<file path="src/rtl/evtf_pkg.sv">
package evtf_pkg;
   localparam int REQ_W = 3;
   localparam int SRC_W = 5;
   localparam int GRP_W = 6;
   localparam int SUB_W = 5;
   localparam int ID_W  = GRP_W + SUB_W;
   localparam int ADR_W = 3;
   localparam int NFILT = 5;

   localparam int F_CORE = 0;
   localparam int F_REQ  = 1;
   localparam int F_SRC  = 2;
   localparam int F_SID  = 3;
   localparam int F_TID  = 4;

   typedef enum logic [ADR_W-1:0] {
      A_CTRL = 3'd0,
      A_CMAP = 3'd1,
      A_SEL  = 3'd2,
      A_SID  = 3'd3,
      A_TID  = 3'd4,
      A_CLO  = 3'd5,
      A_CHI  = 3'd6
   } addr_e;

   typedef struct packed {
      logic             cnt_en;
      logic [NFILT-1:0] fen;
      logic [REQ_W-1:0] req;
      logic [SRC_W-1:0] src;
      logic [ID_W-1:0]  sid_cmp;
      logic [ID_W-1:0]  sid_msk;
      logic [ID_W-1:0]  tid_cmp;
      logic [ID_W-1:0]  tid_msk;
   } cfg_t;
endpackage

</file>
<file path="src/rtl/evtf_cfg_regs.sv">
module evtf_cfg_regs
   import evtf_pkg::*;
#(
   parameter int NCORE = 16
) (
   input  logic              clk,
   input  logic              rst_n,
   input  logic              wr_en,
   input  logic [ADR_W-1:0]  wr_addr,
   input  logic [31:0]       wr_data,
   output cfg_t              cfg,
   output logic [NCORE-1:0]  cmap,
   output logic              cnt_clr,
   output logic              ovf_clr
);
   logic unused_wr;
   assign unused_wr = ^wr_data;

   always_ff @(posedge clk) begin
      if (!rst_n) begin
         cfg  <= '0;
         cmap <= '0;
      end else if (wr_en) begin
         case (wr_addr)
            A_CTRL: begin
               cfg.cnt_en <= wr_data[0];
               cfg.fen    <= wr_data[8:4];
            end
            A_CMAP: cmap <= wr_data[NCORE-1:0];
            A_SEL: begin
               cfg.req <= wr_data[2:0];
               cfg.src <= wr_data[12:8];
            end
            A_SID: begin
               cfg.sid_cmp <= wr_data[10:0];
               cfg.sid_msk <= wr_data[26:16];
            end
            A_TID: begin
               cfg.tid_cmp <= wr_data[10:0];
               cfg.tid_msk <= wr_data[26:16];
            end
            default: ;
         endcase
      end
   end

   assign cnt_clr = wr_en && (wr_addr == A_CTRL) && wr_data[1];
   assign ovf_clr = wr_en && (wr_addr == A_CTRL) && wr_data[2];

   assert_sid_wr_R9: assert property (@(posedge clk) disable iff (!rst_n)
      wr_en && wr_addr == A_SID |=> cfg.sid_cmp == $past(wr_data[10:0]));
   assert_ctrl_wr_R12: assert property (@(posedge clk) disable iff (!rst_n)
      wr_en && wr_addr == A_CTRL |=> cfg.fen == $past(wr_data[8:4]));
endmodule

</file>
<file path="src/rtl/evtf_id_cmp.sv">
module evtf_id_cmp #(
   parameter int W = 11
) (
   input  logic [W-1:0] id,
   input  logic [W-1:0] cmp,
   input  logic [W-1:0] msk,
   output logic         eq
);
   assign eq = ((id ^ cmp) & ~msk) == '0;
endmodule

</file>
<file path="src/rtl/evtf_match.sv">
module evtf_match
   import evtf_pkg::*;
#(
   parameter int CORE_W = 4,
   localparam int NCORE = 1 << CORE_W
) (
   input  logic              clk,
   input  logic              rst_n,
   input  logic              evt_valid,
   input  logic [CORE_W-1:0] evt_core,
   input  logic [REQ_W-1:0]  evt_req,
   input  logic [SRC_W-1:0]  evt_src,
   input  logic [ID_W-1:0]   evt_sid,
   input  logic [ID_W-1:0]   evt_tid,
   input  cfg_t              cfg,
   input  logic [NCORE-1:0]  cmap,
   output logic              hit
);
   logic [NFILT-1:0] pass;
   logic [ID_W-1:0]  id_in  [2];
   logic [ID_W-1:0]  id_cmp [2];
   logic [ID_W-1:0]  id_msk [2];
   logic [1:0]       id_eq;

   assign id_in[0]  = evt_sid;
   assign id_cmp[0] = cfg.sid_cmp;
   assign id_msk[0] = cfg.sid_msk;
   assign id_in[1]  = evt_tid;
   assign id_cmp[1] = cfg.tid_cmp;
   assign id_msk[1] = cfg.tid_msk;

   for (genvar gi = 0; gi < 2; gi++) begin : g_id
      evtf_id_cmp #(.W(ID_W)) u_cmp (
         .id  (id_in[gi]),
         .cmp (id_cmp[gi]),
         .msk (id_msk[gi]),
         .eq  (id_eq[gi])
      );
   end

   always_comb begin
      pass[F_CORE] = !cfg.fen[F_CORE] || cmap[evt_core];
      pass[F_REQ]  = !cfg.fen[F_REQ]  || (evt_req == cfg.req);
      pass[F_SRC]  = !cfg.fen[F_SRC]  || (evt_src == cfg.src);
      pass[F_SID]  = !cfg.fen[F_SID]  || id_eq[0];
      pass[F_TID]  = !cfg.fen[F_TID]  || id_eq[1];
   end

   assign hit = evt_valid && (&pass);

   assert_open_R8: assert property (@(posedge clk) disable iff (!rst_n)
      evt_valid && cfg.fen == '0 |-> hit);
   assert_core_R3: assert property (@(posedge clk) disable iff (!rst_n)
      hit && cfg.fen[F_CORE] |-> cmap[evt_core]);
   assert_idle_R2: assert property (@(posedge clk) disable iff (!rst_n)
      !evt_valid |-> !hit);
endmodule

</file>
<file path="src/rtl/evtf_counter.sv">
module evtf_counter #(
   parameter int CNT_W = 48
) (
   input  logic             clk,
   input  logic             rst_n,
   input  logic             inc,
   input  logic             clr,
   input  logic             ovf_clr,
   output logic [CNT_W-1:0] cnt,
   output logic             ovf
);
   localparam logic [CNT_W-1:0] ONE = {{(CNT_W-1){1'b0}}, 1'b1};

   logic wrap;
   assign wrap = inc && !clr && (&cnt);

   always_ff @(posedge clk) begin
      if (!rst_n) begin
         cnt <= '0;
         ovf <= 1'b0;
      end else begin
         if (clr)      cnt <= '0;
         else if (inc) cnt <= cnt + ONE;
         if (wrap)         ovf <= 1'b1;
         else if (ovf_clr) ovf <= 1'b0;
      end
   end

   assert_clear_wins_R10: assert property (@(posedge clk) disable iff (!rst_n)
      clr |=> cnt == '0);
   assert_hold_R2: assert property (@(posedge clk) disable iff (!rst_n)
      !clr && !inc |=> $stable(cnt));
   assert_step_R2: assert property (@(posedge clk) disable iff (!rst_n)
      !clr && inc |=> cnt == $past(cnt) + ONE);
   assert_wrap_R11: assert property (@(posedge clk) disable iff (!rst_n)
      inc && !clr && (&cnt) |=> ovf && cnt == '0);
   assert_sticky_R11: assert property (@(posedge clk) disable iff (!rst_n)
      ovf && !ovf_clr |=> ovf);
endmodule

</file>
<file path="src/rtl/evt_filter_counter.sv">
module evt_filter_counter
   import evtf_pkg::*;
#(
   parameter int CORE_W = 4,
   parameter int CNT_W  = 48,
   localparam int NCORE = 1 << CORE_W
) (
   input  logic              clk,
   input  logic              rst_n,
   input  logic              evt_valid,
   input  logic [CORE_W-1:0] evt_core,
   input  logic [2:0]        evt_req,
   input  logic [4:0]        evt_src,
   input  logic [10:0]       evt_sid,
   input  logic [10:0]       evt_tid,
   input  logic              wr_en,
   input  logic [2:0]        wr_addr,
   input  logic [31:0]       wr_data,
   input  logic [2:0]        rd_addr,
   output logic [31:0]       rd_data,
   output logic              ovf
);
   if (CORE_W < 1 || CORE_W > 5) begin : g_bad_core
      $error("CORE_W must be 1..5 so the bitmap fits one register");
   end
   if (CNT_W < 8 || CNT_W > 63) begin : g_bad_cnt
      $error("CNT_W must be 8..63");
   end

   cfg_t             cfg;
   logic [NCORE-1:0] cmap;
   logic             cnt_clr;
   logic             ovf_clr;
   logic             hit;
   logic [CNT_W-1:0] cnt;
   logic [62:0]      cnt_ext;

   evtf_cfg_regs #(.NCORE(NCORE)) u_regs (
      .clk     (clk),
      .rst_n   (rst_n),
      .wr_en   (wr_en),
      .wr_addr (wr_addr),
      .wr_data (wr_data),
      .cfg     (cfg),
      .cmap    (cmap),
      .cnt_clr (cnt_clr),
      .ovf_clr (ovf_clr)
   );

   evtf_match #(.CORE_W(CORE_W)) u_match (
      .clk       (clk),
      .rst_n     (rst_n),
      .evt_valid (evt_valid),
      .evt_core  (evt_core),
      .evt_req   (evt_req),
      .evt_src   (evt_src),
      .evt_sid   (evt_sid),
      .evt_tid   (evt_tid),
      .cfg       (cfg),
      .cmap      (cmap),
      .hit       (hit)
   );

   evtf_counter #(.CNT_W(CNT_W)) u_cnt (
      .clk     (clk),
      .rst_n   (rst_n),
      .inc     (hit && cfg.cnt_en),
      .clr     (cnt_clr),
      .ovf_clr (ovf_clr),
      .cnt     (cnt),
      .ovf     (ovf)
   );

   always_comb begin
      cnt_ext = '0;
      cnt_ext[CNT_W-1:0] = cnt;
      rd_data = '0;
      case (rd_addr)
         A_CTRL: begin
            rd_data[0]   = cfg.cnt_en;
            rd_data[8:4] = cfg.fen;
         end
         A_CMAP: rd_data[NCORE-1:0] = cmap;
         A_SEL: begin
            rd_data[2:0]  = cfg.req;
            rd_data[12:8] = cfg.src;
         end
         A_SID: begin
            rd_data[10:0]  = cfg.sid_cmp;
            rd_data[26:16] = cfg.sid_msk;
         end
         A_TID: begin
            rd_data[10:0]  = cfg.tid_cmp;
            rd_data[26:16] = cfg.tid_msk;
         end
         A_CLO: rd_data = cnt_ext[31:0];
         A_CHI: rd_data = {ovf, cnt_ext[62:32]};
         default: rd_data = '0;
      endcase
   end

   assert_disabled_R2: assert property (@(posedge clk) disable iff (!rst_n)
      !cfg.cnt_en && !cnt_clr |=> $stable(cnt));
endmodule

</file>
<file path="config.mk">
export PLATFORM = sky130hd
export DESIGN_NAME = evt_filter_counter
export DESIGN_NICKNAME = d
export VERILOG_FILES = /design/src/rtl/evtf_pkg.sv /design/src/rtl/evtf_cfg_regs.sv /design/src/rtl/evtf_id_cmp.sv /design/src/rtl/evtf_match.sv /design/src/rtl/evtf_counter.sv /design/src/rtl/evt_filter_counter.sv
export SDC_FILE = /design/constraint.sdc
export NUM_CORES = 1
export LEC_CHECK = 0
export BUFFER_PORTS_ARGS = -buffer_cell sky130_fd_sc_hd__buf_4
export CORE_MARGIN = 3
export CORE_UTILIZATION = 57
export CTS_CLUSTER_SIZE = 24
export DETAILED_ROUTE_END_ITERATION = 10
export PLACE_DENSITY = 0.84
export SYNTH_ARGS = -nofsm -noshare
export SYNTH_HDL_FRONTEND = slang
export SYNTH_SLANG_ARGS = --single-unit
</file>
<file path="constraint.sdc">
create_clock -name clk -period 3.95 [get_ports clk]
set_input_delay 0.9875 -clock clk [delete_from_list [all_inputs] [get_ports clk]]
set_output_delay 0.9875 -clock clk [all_outputs]
set_load 0.03 [all_outputs]
</file>
==> results of run 1 <==
## worst min path at each step
| stage | startpoint | slack, ps | to |
|---|---|---|---|
| 3_3_place_gp | u_regs.cmap[12] | 470 | u_regs.cmap[12] |
| 3_5_place_dp | u_regs.cmap[12] | 470 | u_regs.cmap[12] |
| 4_1_cts | u_regs.cmap[12] | 480 | u_regs.cmap[12] |
| 6_report | u_regs.cmap[12] | 480 | u_regs.cmap[12] |
| 5_1_grt | u_regs.cmap[8] | 500 | u_regs.cmap[8] |
| 2_1_floorplan | u_regs.cmap[5] | 450 | u_regs.cmap[5] |
## power by group
part           leakage (nW)  switching (W)  internal [W]
sequential            0.993      0.0000191       0.00126
clock                 0.290       0.000585       0.00105
combinational          1.62       0.000142      0.000112
total                  2.90       0.000747       0.00242
## metal layers
| metal | part of all wire | vias up |
|---|---|---|
| met1 | 0.41 | 3175 |
| met3 | 0.10 | 70 |
| met2 | 0.46 | 417 |
| met4 | 0.038 | 0 |
| met5 | 0 | - |
| li1 | - | 3229 |
## state kept, by name, summed over array words and instances, names as in the netlist
signal	flops
u_regs.cfg	58
u_cnt.cnt	48
u_cnt.ovf	1
u_regs.cmap	16
## worst max-delay path: cells and delay by family
| family | cells | cell delay (ps) |
|---|---|---|
| buf+inv | 4 | 890 |
| simple gates | 1 | 410 |
| compound gates | 2 | 340 |
## cell families (layout without fill, tap and decap cells)
family / after synthesis / after routing / share of synthesized area
AND/OR/NAND/NOR: 365 / 365 / 0.252
AO/OA/AOI/OAI: 228 / 228 / 0.230
flip-flops: 123 / 123 / 0.367
buffers and inverters: 72 / 169 / 0.0407
multiplexers: 34 / 34 / 0.0666
XOR/XNOR: 32 / 32 / 0.0418
adder cells (fa/ha/maj): 1 / 1 / 0.00187
## through the flow
step	util	hold WS (ps)	total power, W	worst slack [ps]	instance area (um^2)
final	0.732	477	0.00317	332	8180
after floorplan	-	450	0.00143	205	6710
after global routing	0.732	505	0.00325	177	8180
after detailed placement	0.677	472	0.00155	230	7570
after global placement	0.677	469	0.00155	262	7570
after CTS	0.732	479	0.00316	389	8180
## layout make-up
| cell class | count | area, um^2 | area share |
|---|---|---|---|
| clock buffer | 20 | 437 | 0.0534 |
| timing repair buffer | 118 | 886 | 0.108 |
| tap | 140 | 175 | 0.0214 |
| multi-input combinational | 660 | 3980 | 0.486 |
| clock inverter | 12 | 171 | 0.0210 |
| inverter | 19 | 71.3 | 0.00872 |
| sequential | 123 | 2460 | 0.301 |
## cell usage in the layout, fill, tap and decap left out, drive strengths merged, types with 21 or more instances in the layout
| master | instances |
|---|---|
| nand2 | 204 |
| dfxtp | 123 |
| buf | 118 |
| a21boi | 74 |
| a21oi | 48 |
| nor2 | 39 |
| o21ai | 30 |
| xnor2 | 26 |
| nand4 | 22 |
| mux2i | 21 |
==> metrics.txt, run 1 <==
Max FO, Critical Path 22; main area contributors after synthesis dfxtp_1 37%, nand2_1 11%, a21boi_0 8.3%; setup TNS 0 ps; CTS tree done; area leader, netlist dfxtp_1; drt total wl ~21 mm; CTS H-tree lvls 4; arrival time worst endpoint approximately 2600 ps; Max-Slew Margin vs Limit 0.370; core area roughly 11000 um^2; CTS hold repair buffers 0; PortBufs between 100 and 150; Global Route met1 Usage 0.441; Syn Nets just over 900; Synth top area share 0.367; worst vdd ir between 0.3 and 0.4 mV; Critical R2R Launch u_regs.cfg[17]; crit start category input port; CTS Buf Count 17; initial drt markers 1000; CTS max path bufs 2; synth unique cells between 40 and 50; Ys Warns 0; final setup violation count 0; crit share post-route 0.916; Fmax achieved approximately 280 MHz; r2r worst-path depth 8; CP cell instances buf_4 > inv_1 > nor2_1 > buf_4 > a22oi_1 > o21ai_0 > buf_4; vias in the first global route around 6200; GRT overflow 0; Crit. End Element primary output; Synth Cell Area roughly 6700 um^2; Initial DRT Pass Iterations 5; Mapped Cells 855; initial antenna violation count 0; Antenna Nets Post-Route 0; Layout Cells excl Fill about 1100; placed insts 1060; number of setup buffers added after CTS 0; first-pass GRT wire length ~33 mm; Site Rows 38; Hold/Removal Path Class register to register; Hold Crit Depth 2; # fillers between 800 and 900; # clock sinks 123; Die W ~110 um; fin crit period about 3600 ps; Top cell by count, worst path buf_4; die area 13100 um^2; r2r endpoint u_cnt.cnt[12]; leakage between 2 and 3 nW; GRT Total Usage 0.330; mean post-synth cell area around 7.8 um^2; Post-Route Skew 7.70 ps; Clk Tree Root Cell clkbuf_16; CTS resizes 0; Area growth, synth to finish 22.0%; CP startpoint rd_addr[2]; wire per inst 19.4 um; Final Net Count 1016; status completed; Max stage delay on crit path between 400 and 500 ps; Max Cap Viol 0; #FFs+latches synth 123; vias per cell between 6 and 7; Final Wtd Congestion 0.911; crit path max-delay cell type nor2_1; Slew Limit Fails 0; flop2flop setup slack 920 ps; clock latency at the later pin of the worst-skew pair between 400 and 500 ps; grt met3 use 0.0914; Post-synth EDFFs 0; DIE HEIGHT 114 um; post-synthesis sequential area ratio 0.367; # IOs roughly 110; met2 usage 0.500; critical path endpoint rd_data[3]; layout cells sized above 1 0.193; vias 6891; top post-synthesis cells by count 204 x nand2_1, 123 x dfxtp_1, 74 x a21boi_0; GRT Max-Usage Layer met2; # DRC 0; CP Class input port to primary output; Primary FF master, synth dfxtp_1; pwr dens approximately 390 nW/um^2; Least-Margin Pin Slew between 900 and 1000 ps; DP HPWL 15.1 mm; RSZ-0062 raised after global routing false; most frequent cell after synthesis nand2_1; antenna cells 0; Initial Util 0.600; final hold vios 0; Worst EP required roughly 3000 ps; clock slew at reported path FFs approximately 50 ps; largest net degree at the start of global routing between 70 and 80; Async SR Flop Fraction 0
(Power assumes the default switching activity.)
==> inputs of run 2 (changes only) <==
--- a/config.mk
+++ b/config.mk
@@ -8,8 +8,11 @@
 export BUFFER_PORTS_ARGS = -buffer_cell sky130_fd_sc_hd__buf_4
 export CORE_MARGIN = 3
 export CORE_UTILIZATION = 57
+export CTS_CLUSTER_DIAMETER = 120
 export CTS_CLUSTER_SIZE = 24
 export DETAILED_ROUTE_END_ITERATION = 10
+export GPL_TIMING_DRIVEN = 0
+export MAX_ROUTING_LAYER = met4
 export PLACE_DENSITY = 0.84
 export SYNTH_ARGS = -nofsm -noshare
 export SYNTH_HDL_FRONTEND = slang
==> metrics.txt, run 2 (synthesis gave the netlist of run 1 again) <==
largest net degree at the start of global routing 17 (was 78); CTS hold repair buffers 0 (unchanged); Clock power frac 0.497 (was 0.517); Area growth, synth to finish 22.7% (was 22.0%); Max-Slew Margin vs Limit 0.213 (was 0.370); clock slew at reported path FFs 50 ps (about the same); wire per inst 20.7 um (was 19.4 um); GRT overflow 0 (unchanged); # DRC 0 (unchanged); DP HPWL 17.4 mm (was 15.1 mm); Slew Limit Fails 0 (unchanged); fin worst setup slack 104 ps (was 332 ps); CP cell instances buf_1 > nor2b_1 > clkbuf_1 > buf_2 > a32oi_1 > o21ai_0 > buf_4 (was buf_4 > inv_1 > nor2_1 > buf_4 > a22oi_1 > o21ai_0 > buf_4); RSZ-0062 raised after global routing false (unchanged); CTS H-tree lvls 4 (unchanged); Placement Cell Area 7650 um^2 (was 7570 um^2); number of setup buffers added after CTS 0 (unchanged); final hold vios 0 (unchanged); # fillers 892 (was 865); vias 7286 (was 6891); Largest register FFs 58 (unchanged); # IOs 109 (unchanged); vias in the first global route 6705 (was 6227); crit path max-delay cell type clkbuf_1 (was nor2_1); Largest Register u_regs.cfg (unchanged); drt total wl 23.4 mm (was 21.2 mm); first-pass GRT wire length 36.3 mm (was 33.3 mm); Crit. End Element primary output (unchanged); leakage 2.89 nW (was 2.90 nW); Fmax achieved 260 MHz (was 276 MHz); Die W 114 um (unchanged); Hold/Removal Path Class register to register (unchanged); final setup violation count 0 (unchanged); Initial DRT Pass Iterations 6 (was 5); arrival time worst endpoint 2860 ps (was 2630 ps); Sequential Power Share 0.415 (was 0.403); Worst EP required 2960 ps (about the same); Initial Util 0.600 (unchanged); Max Cap Viol 0 (unchanged); Antenna Nets Post-Route 0 (unchanged); # clock sinks 123 (unchanged); vias per cell 6.45 (was 6.31); CTS max path bufs 2 (unchanged); antenna cells 0 (unchanged); die area 13100 um^2 (unchanged); initial drt markers 988 (was 1000); Clk Tree Root Cell clkbuf_16 (unchanged); Max stage delay on crit path 380 ps (was 410 ps); commonest non-fill, non-tap cell in the layout nand2_1 (unchanged); Site Rows 38 (unchanged); GRT Total Usage 0.373 (was 0.330); DIE HEIGHT 114 um (unchanged); switching power of the nets 0.000743 W (was 0.000747 W); worst slack, placed -115 ps (was 230 ps); Final Wtd Congestion 0.995 (was 0.911); clock latency at the later pin of the worst-skew pair 430 ps (about the same); Comb pwr share 0.088 (was 0.080); status completed (unchanged); internal power 0.00234 W (was 0.00242 W); worst vdd ir 0.392 mV (was 0.366 mV); final instance area 8230 um^2 (was 8180 um^2); most frequent cells in the layout 204 x nand2_1, 123 x dfxtp_1, 102 x buf_4 (was 204 x nand2_1, 123 x dfxtp_1, 118 x buf_4); Max FO, Critical Path 10 (was 22); crit share post-route 0.974 (was 0.916); PortBufs 102 (was 103); CP Class input port to primary output (unchanged); CTS Buf Count 17 (unchanged); initial antenna violation count 0 (unchanged); pwr dens 374 nW/um^2 (was 387 nW/um^2); fin crit period 3850 ps (was 3620 ps); layout cells sized above 1 0.173 (was 0.193); switching part of the total power 0.241 (was 0.236); Least-Margin Pin Slew 1170 ps (was 943 ps); crit start category input port (unchanged); Final Net Count 1053 (was 1016); total power 0.00308 W (was 0.00317 W); Post-Route Skew 6.99 ps (was 7.70 ps); CTS tree done (unchanged); Regs by FF count u_regs.cfg: 58 flops, u_cnt.cnt: 48 flops, u_regs.cmap: 16 flops (unchanged); core area 11200 um^2 (unchanged)
-- run 2: worst paths after layout --
kind                endpoint             from  slack (ps)  cells after the start
max               rd_data[9]       rd_addr[1]         100                      7
min          u_regs.cmap[13]  u_regs.cmap[13]         480                      2
max reg2reg    u_cnt.cnt[23]   u_regs.cfg[17]         460                      8
min reg2reg  u_regs.cmap[13]  u_regs.cmap[13]         480                      2
-- run 2: metrics by stage --
step	hold slack (ps)	instances	util	TNS, ps
floorplan	450	855	-	0
global placement	467	1097	0.684	-557
detailed placement	476	1097	0.684	-365
CTS	483	1129	0.736	0
global route	511	1129	0.737	0
finish	483	1129	0.737	0
-- run 2: per-layer routing --
layer / vias to the layer above / global-route usage / share of wire
met3: 70 / 0.0888 / 0.11
met1: 3470 / 0.489 / 0.40
met4: 0 / 0.137 / 0.032
met5: - / - / 0
met2: 450 / 0.562 / 0.45
li1: 3296 / - / -
-- run 2: final cells by class --
cell class,count,area [um^2],share of cell area
well taps,140,175,0.0213
plain buffers,53,205,0.0249
clock inverters,5,56.3,0.00684
repair buffers,102,766,0.0931
multi-input cells,660,3970,0.482
flip-flops and latches,123,2460,0.299
clock buffers,27,523,0.0636
inverters,19,71.3,0.00867
-- run 2: power by group through the flow --
stage / clock [W] / sequential, W / combinational (W)
CTS: 0.00152 / 0.00128 / 0.000265
finish: 0.00153 / 0.00128 / 0.000272
detailed placement: 0 / 0.00130 / 0.000263
global placement: 0 / 0.00130 / 0.000259
floorplan: 0 / 0.00129 / 0.000136
global route: 0.00158 / 0.00128 / 0.000291
-- run 2: what timing repair did --
action,in CTS,in global routing
pin swaps,0,0
endpoints found under the setup margin,1,6
resized for setup,1,4
-- run 2: critical path, delay by kind of cell --
kind,cells,cell delay [ps]
buffers and inverters,4,1300
AOI/OAI and AO/OA,2,390
and+or+nand+nor,1,190
